===== src/rtl/cs_pkg.sv =====
package cs_pkg;
  typedef enum logic [3:0] {
    ST_RUN     = 4'd0,
    ST_HALT    = 4'd1,
    ST_FLUSH   = 4'd2,
    ST_CGATE   = 4'd3,
    ST_CSTOP   = 4'd4,
    ST_SAVE    = 4'd5,
    ST_VOFF    = 4'd6,
    ST_PGATED  = 4'd7,
    ST_VON     = 4'd8,
    ST_RESTORE = 4'd9,
    ST_CUNGATE = 4'd10
  } seq_st_e;

  typedef enum logic [1:0] {
    TGT_NONE = 2'd0,
    TGT_HALT = 2'd1,
    TGT_MID  = 2'd2,
    TGT_DEEP = 2'd3
  } tgt_e;
endpackage


===== src/rtl/cs_rst_sync.sv =====
module cs_rst_sync #(
  parameter int STAGES = 2
) (
  input  logic clk,
  input  logic rst_n,
  output logic rst_n_sync
);
  logic [STAGES-1:0] sync_q;

  always_ff @(posedge clk or negedge rst_n) begin
    if (!rst_n) sync_q <= '0;
    else        sync_q <= {sync_q[STAGES-2:0], 1'b1};
  end

  assign rst_n_sync = sync_q[STAGES-1];
endmodule


===== src/rtl/cs_req_decode.sv =====
module cs_req_decode
  import cs_pkg::*;
#(
  parameter int DEPTH_W = 3
) (
  input  logic               req_valid,
  input  logic [DEPTH_W-1:0] req_depth,
  output tgt_e               tgt
);
  localparam logic [DEPTH_W-1:0] CODE_HALT    = DEPTH_W'(1);
  localparam logic [DEPTH_W-1:0] CODE_MID     = DEPTH_W'(2);
  localparam logic [DEPTH_W-1:0] CODE_DEEP    = DEPTH_W'(3);
  localparam logic [DEPTH_W-1:0] CODE_DEEPEST = DEPTH_W'(4);

  always_comb begin
    tgt = TGT_NONE;
    if (req_valid) begin
      if (req_depth == CODE_HALT)                                 tgt = TGT_HALT;
      else if (req_depth == CODE_MID)                             tgt = TGT_MID;
      else if (req_depth == CODE_DEEP || req_depth == CODE_DEEPEST) tgt = TGT_DEEP;
    end
  end
endmodule


===== src/rtl/cs_seq_fsm.sv =====
module cs_seq_fsm
  import cs_pkg::*;
(
  input  logic    clk,
  input  logic    rst_n,
  input  tgt_e    tgt,
  input  logic    wake,
  input  logic    flush_ack,
  input  logic    cg_ack,
  input  logic    save_ack,
  input  logic    voff_ack,
  input  logic    von_ack,
  input  logic    rest_ack,
  output seq_st_e st,
  output logic    clk_on
);
  seq_st_e st_q, st_d;
  logic    deep_q, deep_d, deep_en;
  logic    pend_q, pend_d;
  logic    wake_any, entry_step, st_en;

  assign wake_any   = wake | pend_q;
  assign entry_step = (st_q == ST_FLUSH) || (st_q == ST_CGATE) ||
                      (st_q == ST_SAVE)  || (st_q == ST_VOFF);

  always_comb begin
    st_d    = st_q;
    deep_d  = deep_q;
    deep_en = 1'b0;
    unique case (st_q)
      ST_RUN: begin
        if (tgt == TGT_HALT) st_d = ST_HALT;
        else if (tgt == TGT_MID || tgt == TGT_DEEP) begin
          st_d    = ST_FLUSH;
          deep_d  = (tgt == TGT_DEEP);
          deep_en = 1'b1;
        end
      end
      ST_HALT:    if (wake) st_d = ST_RUN;
      ST_FLUSH:   if (flush_ack) st_d = wake_any ? ST_RUN : (deep_q ? ST_SAVE : ST_CGATE);
      ST_CGATE:   if (cg_ack)    st_d = wake_any ? ST_CUNGATE : ST_CSTOP;
      ST_CSTOP:   if (wake)      st_d = ST_CUNGATE;
      ST_CUNGATE: if (!cg_ack)   st_d = ST_RUN;
      ST_SAVE:    if (save_ack)  st_d = wake_any ? ST_RUN : ST_VOFF;
      ST_VOFF:    if (voff_ack)  st_d = wake_any ? ST_VON : ST_PGATED;
      ST_PGATED:  if (wake)      st_d = ST_VON;
      ST_VON:     if (von_ack)   st_d = ST_RESTORE;
      ST_RESTORE: if (rest_ack)  st_d = ST_RUN;
      default:    st_d = ST_RUN;
    endcase
  end

  assign st_en  = (st_d != st_q);
  assign pend_d = entry_step && !st_en && wake_any;

  always_ff @(posedge clk or negedge rst_n) begin
    if (!rst_n) st_q <= ST_RUN;
    else if (st_en) st_q <= st_d;
  end

  always_ff @(posedge clk or negedge rst_n) begin
    if (!rst_n) deep_q <= 1'b0;
    else if (deep_en) deep_q <= deep_d;
  end

  always_ff @(posedge clk or negedge rst_n) begin
    if (!rst_n) pend_q <= 1'b0;
    else        pend_q <= pend_d;
  end

  assign st     = st_q;
  assign clk_on = (st_q == ST_RUN) || (st_q == ST_HALT) || (st_q == ST_FLUSH);


  flush_wait_chk: assert property (@(posedge clk) disable iff (!rst_n)
    (st_q == ST_FLUSH && !flush_ack) |=> (st_q == ST_FLUSH));


  held_wake_chk: assert property (@(posedge clk) disable iff (!rst_n)
    (st_q == ST_VOFF && voff_ack && pend_q) |=> (st_q == ST_VON));


  halt_hold_chk: assert property (@(posedge clk) disable iff (!rst_n)
    (st_q == ST_HALT && !wake) |=> (st_q == ST_HALT));
endmodule


===== src/rtl/cs_snoop_filter.sv =====
module cs_snoop_filter
  import cs_pkg::*;
(
  input  logic    clk,
  input  logic    rst_n,
  input  logic    snoop,
  input  logic    clk_on,
  input  seq_st_e st,
  output logic    snoop_ack
);
  logic ack_q;

  always_ff @(posedge clk or negedge rst_n) begin
    if (!rst_n) ack_q <= 1'b0;
    else        ack_q <= snoop && clk_on;
  end

  assign snoop_ack = ack_q;


  snoop_quiet_chk: assert property (@(posedge clk) disable iff (!rst_n)
    (snoop && (st == ST_CSTOP || st == ST_PGATED)) |=> !snoop_ack);


  snoop_halt_chk: assert property (@(posedge clk) disable iff (!rst_n)
    (snoop && st == ST_HALT) |=> snoop_ack);
endmodule


===== src/rtl/core_sleep_seq.sv =====
module core_sleep_seq
  import cs_pkg::*;
#(
  parameter int DEPTH_W     = 3,
  parameter int SYNC_STAGES = 2,
  parameter int STATUS_W    = 4
) (
  input  logic               clk,
  input  logic               rst_n,
  input  logic               req_valid,
  input  logic [DEPTH_W-1:0] req_depth,
  input  logic               wake,
  input  logic               snoop,
  output logic               snoop_ack,
  output logic               flush_req,
  input  logic               flush_ack,
  output logic               cg_req,
  input  logic               cg_ack,
  output logic               save_req,
  input  logic               save_ack,
  output logic               voff_req,
  input  logic               voff_ack,
  output logic               von_req,
  input  logic               von_ack,
  output logic               rest_req,
  input  logic               rest_ack,
  output logic               busy,
  output logic [STATUS_W-1:0] status
);
  logic    rst_n_i, clk_on;
  tgt_e    tgt;
  seq_st_e st;

  cs_rst_sync #(.STAGES(SYNC_STAGES)) i_rst (
    .clk(clk), .rst_n(rst_n), .rst_n_sync(rst_n_i));

  cs_req_decode #(.DEPTH_W(DEPTH_W)) i_dec (
    .req_valid(req_valid), .req_depth(req_depth), .tgt(tgt));

  cs_seq_fsm i_fsm (
    .clk(clk), .rst_n(rst_n_i), .tgt(tgt), .wake(wake),
    .flush_ack(flush_ack), .cg_ack(cg_ack), .save_ack(save_ack),
    .voff_ack(voff_ack), .von_ack(von_ack), .rest_ack(rest_ack),
    .st(st), .clk_on(clk_on));

  cs_snoop_filter i_snp (
    .clk(clk), .rst_n(rst_n_i), .snoop(snoop), .clk_on(clk_on),
    .st(st), .snoop_ack(snoop_ack));

  assign flush_req = (st == ST_FLUSH);
  assign cg_req    = (st == ST_CGATE) || (st == ST_CSTOP);
  assign save_req  = (st == ST_SAVE);
  assign voff_req  = (st == ST_VOFF);
  assign von_req   = (st == ST_VON);
  assign rest_req  = (st == ST_RESTORE);
  assign busy      = (st != ST_RUN);
  assign status    = STATUS_W'(st);


  voff_after_save_chk: assert property (@(posedge clk) disable iff (!rst_n_i)
    $rose(voff_req) |-> $past(save_req && save_ack));


  restore_after_von_chk: assert property (@(posedge clk) disable iff (!rst_n_i)
    $rose(rest_req) |-> $past(von_req && von_ack));


  cg_release_chk: assert property (@(posedge clk) disable iff (!rst_n_i)
    (status == 4'd10 && cg_ack) |=> (status == 4'd10));
endmodule


===== config.mk =====
export PLATFORM = sky130hd
export DESIGN_NAME = core_sleep_seq
export DESIGN_NICKNAME = d
export VERILOG_FILES = /design/src/rtl/cs_pkg.sv /design/src/rtl/cs_rst_sync.sv /design/src/rtl/cs_req_decode.sv /design/src/rtl/cs_seq_fsm.sv /design/src/rtl/cs_snoop_filter.sv /design/src/rtl/core_sleep_seq.sv
export SDC_FILE = /design/constraint.sdc
export NUM_CORES = 1
export LEC_CHECK = 0
export ABC_CLOCK_PERIOD_IN_PS = 1500
export BUFFER_PORTS_ARGS = -buffer_cell sky130_fd_sc_hd__buf_2
export CAP_MARGIN = 20
export CORE_MARGIN = 4
export CORE_UTILIZATION = 44
export DETAILED_ROUTE_END_ITERATION = 7
export PLACE_DENSITY = 0.81
export SLEW_MARGIN = 30
export SYNTH_ARGS = -nofsm -noshare
export SYNTH_HDL_FRONTEND = slang
export SYNTH_SLANG_ARGS = --single-unit

===== constraint.sdc =====
create_clock -name clk -period 1.5 [get_ports clk]
set_input_delay 0.375 -clock clk [delete_from_list [all_inputs] [get_ports clk]]
set_output_delay 0.375 -clock clk [all_outputs]
set_load 0.02 [all_outputs]

==> results of run 1 <==
==> cells in the mapped netlist (3+ instances only) <==
| master | count |
|---|---|
| a21oi_1 | 8 |
| nand3_1 | 5 |
| o21ai_0 | 7 |
| a31oi_1 | 5 |
| a32oi_1 | 3 |
| buf_2 | 4 |
| nand2b_1 | 3 |
| nand2_1 | 12 |
| nor3_1 | 7 |
| dfrtp_1 | 9 |
| clkbuf_1 | 4 |
| inv_1 | 4 |
| o32ai_1 | 3 |
| nor2b_1 | 4 |
| nor2_1 | 13 |
==> metrics by stage <==
stage	TNS, ps	util	setup WS, ps	instance area [um2]
floorplan	-675	-	-252	845
global placement	-392	0.757	-207	1190
detailed placement	-521	0.757	-228	1190
CTS	-1770	0.893	-218	1410
==> cell families after synthesis <==
group | share of synthesized area
muxes | 0.0258
other | 0.00484
buffers and inverters | 0.0711
DFF | 0.291
AOI/OAI and AO/OA | 0.263
and+or+nand+nor | 0.344
==> repair_timing <==
item | CTS
hold endpoints to repair | 2
setup buffers | 9
gates resized for setup | 33
setup endpoints to repair | 11
hold buffers | 1
gates cloned | 0
pin swaps | 10
==> impl_metrics.yaml, run 1 <==
status:
  outcome: "did not finish"
  lastStage: "global routing"
  firstError: "[ERROR DPL-0038] Utilization greater than 100%, impossible to legalize"
synthesis:
  synthArstFlopShare: 1.00
  ys.flop_type: "dfrtp_1"
  synth_fp_nets: 123
  syn_inst: 109
  syn_area_um2: 774
  ys_seq_area_frac: 0.291
  synth_area_leaders: "dfrtp_1, nor2_1, nand2_1"
  ys_warn_count: 0
  yosys.area.top_type: "dfrtp_1"
  ys_ff_latch: 9
  ys_types: 31
  synth_edf_count: 0
  syn_avg_cell_area_um2: 7.11
  synth_top_cell_area_share: 0.291
clock_network:
  cts_buffers: 3
  cts_sinks: 9
  cts_root_buffer: "clkbuf_4"
  htreeDepth: 1
  clockBufferDepth: 2
sta:
  worst-ep-kind: "top-level output"
  grt_repair_worst_endpoint: "cg_req"
global_route:
  grt_max_degree: 18
  antenna_found_initial: 1
floorplanning:
  ios: 26
  die_x_um: 50.0
  initial_utilization: 0.491
  die_height_um: 50.0
  num_rows: 14
placed_design:
  dp_hpwl_um: 2110
  io_buffers: 25
  dp.cells: 175
  gp_congestion: 0.903
==> inputs of run 2 (changes only) <==
- ABC_CLOCK_PERIOD_IN_PS: 1500 -> 1950
- CORE_AREA: not set -> 4 4 65 67
- CORE_MARGIN: 4 -> not set
- CORE_UTILIZATION: 44 -> not set
- DIE_AREA: not set -> 0 0 69 71
- PLACE_DENSITY: 0.81 -> not set
- PLACE_DENSITY_LB_ADDON: not set -> 0.15
- clock period: 1.5 -> 1.95 ns (I/O delays scaled with it)
==> run 2 against run 1 <==
Area after synthesis unchanged. The run now ends clean. Synthesized cell count unchanged.
==> impl_metrics.yaml, run 2 <==
status:
  outcome: "finished, final reports clean"
floorplanning:
  ios: 26
  initial_utilization: 0.213
  die_x_um: 69
  die_area_um2: 4900
  core_um2: 3630
  die_height_um: 71
  num_rows: 22
synthesis:
  synth_top_family_by_area: "simple AND/OR/NAND/NOR gates"
  synth_commonest_cells: "nor2_1, nand2_1, dfrtp_1"
  syn_inst: 109
  ys_ff_latch: 9
  syn_avg_cell_area_um2: 7.11
  ys.flop_type: "dfrtp_1"
  synth_top_cell_area_share: 0.291
  ys_types: 31
  synth_edf_count: 0
  synth_compound_area_frac: 0.263
  synth_area_leaders: "dfrtp_1, nor2_1, nand2_1"
  ys_seq_area_frac: 0.291
  synth_xor_area_frac: 0
  synthArstFlopShare: 1.00
  syn_area_um2: 774
  yosysMostFrequentCell: "nor2_1"
  synth_fa_ha_area_frac: 0
  yosys.area.top_type: "dfrtp_1"
  muxShareOfSynthArea: 0.0258
  synth-simple-area-share: 0.344
  synth_fp_nets: 123
  ys_warn_count: 0
final_layout:
  fin_util: 0.297
  mostFrequentLayoutCell: "buf_2"
  mostFrequentLayoutCells: "buf_2, nor2_1, nand2_1"
  antenna_cells: 0
  final_nets: 155
  largest_reg_flops: 4
  syn_to_final_growth_pct: 39.4
  drive_gt1_frac: 0.329
  design_area_um2: 1080
sta:
  setup_tns_ps: 0
  hold_viol_final: 0
  finClkSkew_ps: 5.04
  period_share: 0.956
  fin_ws_ps: 86.1
  max_clock_freq_ghz: 0.536
  finalMaxSlewViolations: 0
  period_minus_slack_ps: 1860
  finalSetupViolCount: 0
global_route:
  grt_pass1_vias: 907
  antenna_found_initial: 0
  grt_first_pass_wirelength_um: 4520
  gr-usage-all-layers: 0.110
  grt-ovfl-total: 0
  grt_max_degree: 27
placed_design:
  gp_congestion: 0.792
  postPlaceCellArea_um2: 1000
  dp_hpwl_um: 2020
  io_buffers: 25
  pre_cts_ws_ps: 50.3
setup_path:
  cp_max_fo: 10
  end_kind: "output pin"
  r2r_cells: 8
  start_kind: "flip-flop"
  crit_family: "buffers and inverters"
  cp.arrival_ps: 1380
  critPathRequiredTime_ps: 1460
  critPathCapture: "von_req"
  path_buf_inv: 3
  worstReg2RegStart: "i_fsm.st[0]"
  startpoint: "i_fsm.st[0]"
  worstSetupPathDepth: 4
  r2r_end: "i_fsm.pend_q"
  regToRegSetupSlack_ps: 140
  critical_path.slowest_cell: "dfrtp_2"
  crit_type: "reg -> out"
  slowest_delay_ps: 450
  critical_path.cell_chain: "buf_4 -> buf_4 -> nor3_2 -> buf_2"
  cpMostUsedCell: "buf_4"
clock_network:
  cts.clk_slew.worst_paths_ps: 40
  ctsHoldBuffers: 0
  htreeDepth: 1
  clk_latency_ps: 230
  cts_tree: "yes"
  cts_buffers: 3
  clockBufferDepth: 2
  cts_root_buffer: "clkbuf_8"
  cts_sinks: 9
route:
  vias: 908
  drt_pass1_iterations: 4
  drt_iter0_drc: 36
  postRouteWirelength_um: 2600
  drcViolationCount: 0
  ant_nets: 0
  routedWlPerCell_um: 13.9
  vias_per_cell: 4.83
worst_hold_path:
  min_path_type: "in -> async"
flow_run:
  max_cap_violations: 0
power_and_ir_drop:
  irDropWorstVdd_mv: 0.418
  power_density_nw_per_um2: 1220
  power.leakage_nw: 0.483
[run 2: cell counts after synthesis]
Identical to the previous run, type by type.
[run 2: per-stage QoR]
| stage | cells | power (mW) | hold WS, ps |
|---|---|---|---|
| 2_1_floorplan | 109 | 0.780 | 81.5 |
| 3_3_place_gp | 182 | 1.07 | 121 |
| 6_report | 188 | 1.32 | 39.2 |
| 5_1_grt | 188 | 1.43 | 33.4 |
| 4_1_cts | 186 | 1.29 | 36.1 |
| 3_5_place_dp | 182 | 1.06 | 120 |
[run 2: logic make-up (layout without fill, tap and decap cells)]
kind of cell           count (synthesis)  after routing
and+or+nand+nor                       53             53
AOI/OAI and AO/OA                     31             31
buffers and inverters                 13             44
DFF                                    9              9
muxes                                  2              2
other                                  1              1
[run 2: routing by layer]
layer / vias to the layer above / wire length (um) / track usage
met4: 0 / 19 / 0.0260
met5: - / 0 / 0
met1: 434 / 1320 / 0.149
met2: 20 / 1150 / 0.171
met3: 2 / 114 / 0.0313
li1: 452 / - / -
[run 2: final cells by class]
| cell class | instances | area (um2) |
|---|---|---|
| Clock buffer | 4 | 45.0 |
| Timing Repair Buffer | 36 | 229 |
| Sequential cell | 9 | 226 |
| Tap cell | 48 | 60.1 |
| Inverter | 4 | 18.8 |
| Multi-Input combinational cell | 87 | 500 |
| Fill cell | 420 | 2550 |
[run 2: repair_timing]
item                                    CTS  global route
gates cloned                              0             0
endpoints found under the setup margin    3             5
buffers inserted                          0             2
gates resized for setup                   2             5
[run 2: worst min path at each step]
| stage | from | to | slack (ps) | depth (start not counted) |
|---|---|---|---|---|
| 3_3_place_gp | i_rst.sync_q[1] | i_fsm.st[0] | 120 | 0 |
| 3_5_place_dp | i_rst.sync_q[1] | i_fsm.st[0] | 120 | 0 |
| 6_report | rst_n | i_rst.sync_q[0] | 40 | 1 |
| 5_1_grt | rst_n | i_rst.sync_q[1] | 30 | 1 |
| 2_1_floorplan | i_rst.sync_q[1] | i_fsm.deep_q | 80 | 0 |
| 4_1_cts | rst_n | i_rst.sync_q[0] | 40 | 1 |
[run 2: power by group]
| part | switching [mW] | internal [mW] |
|---|---|---|
| Sequential | 0.0701 | 0.236 |
| Clock | 0.0694 | 0.142 |
| Combinational | 0.468 | 0.332 |
| Total | 0.608 | 0.710 |
(Power assumes the default switching activity.)
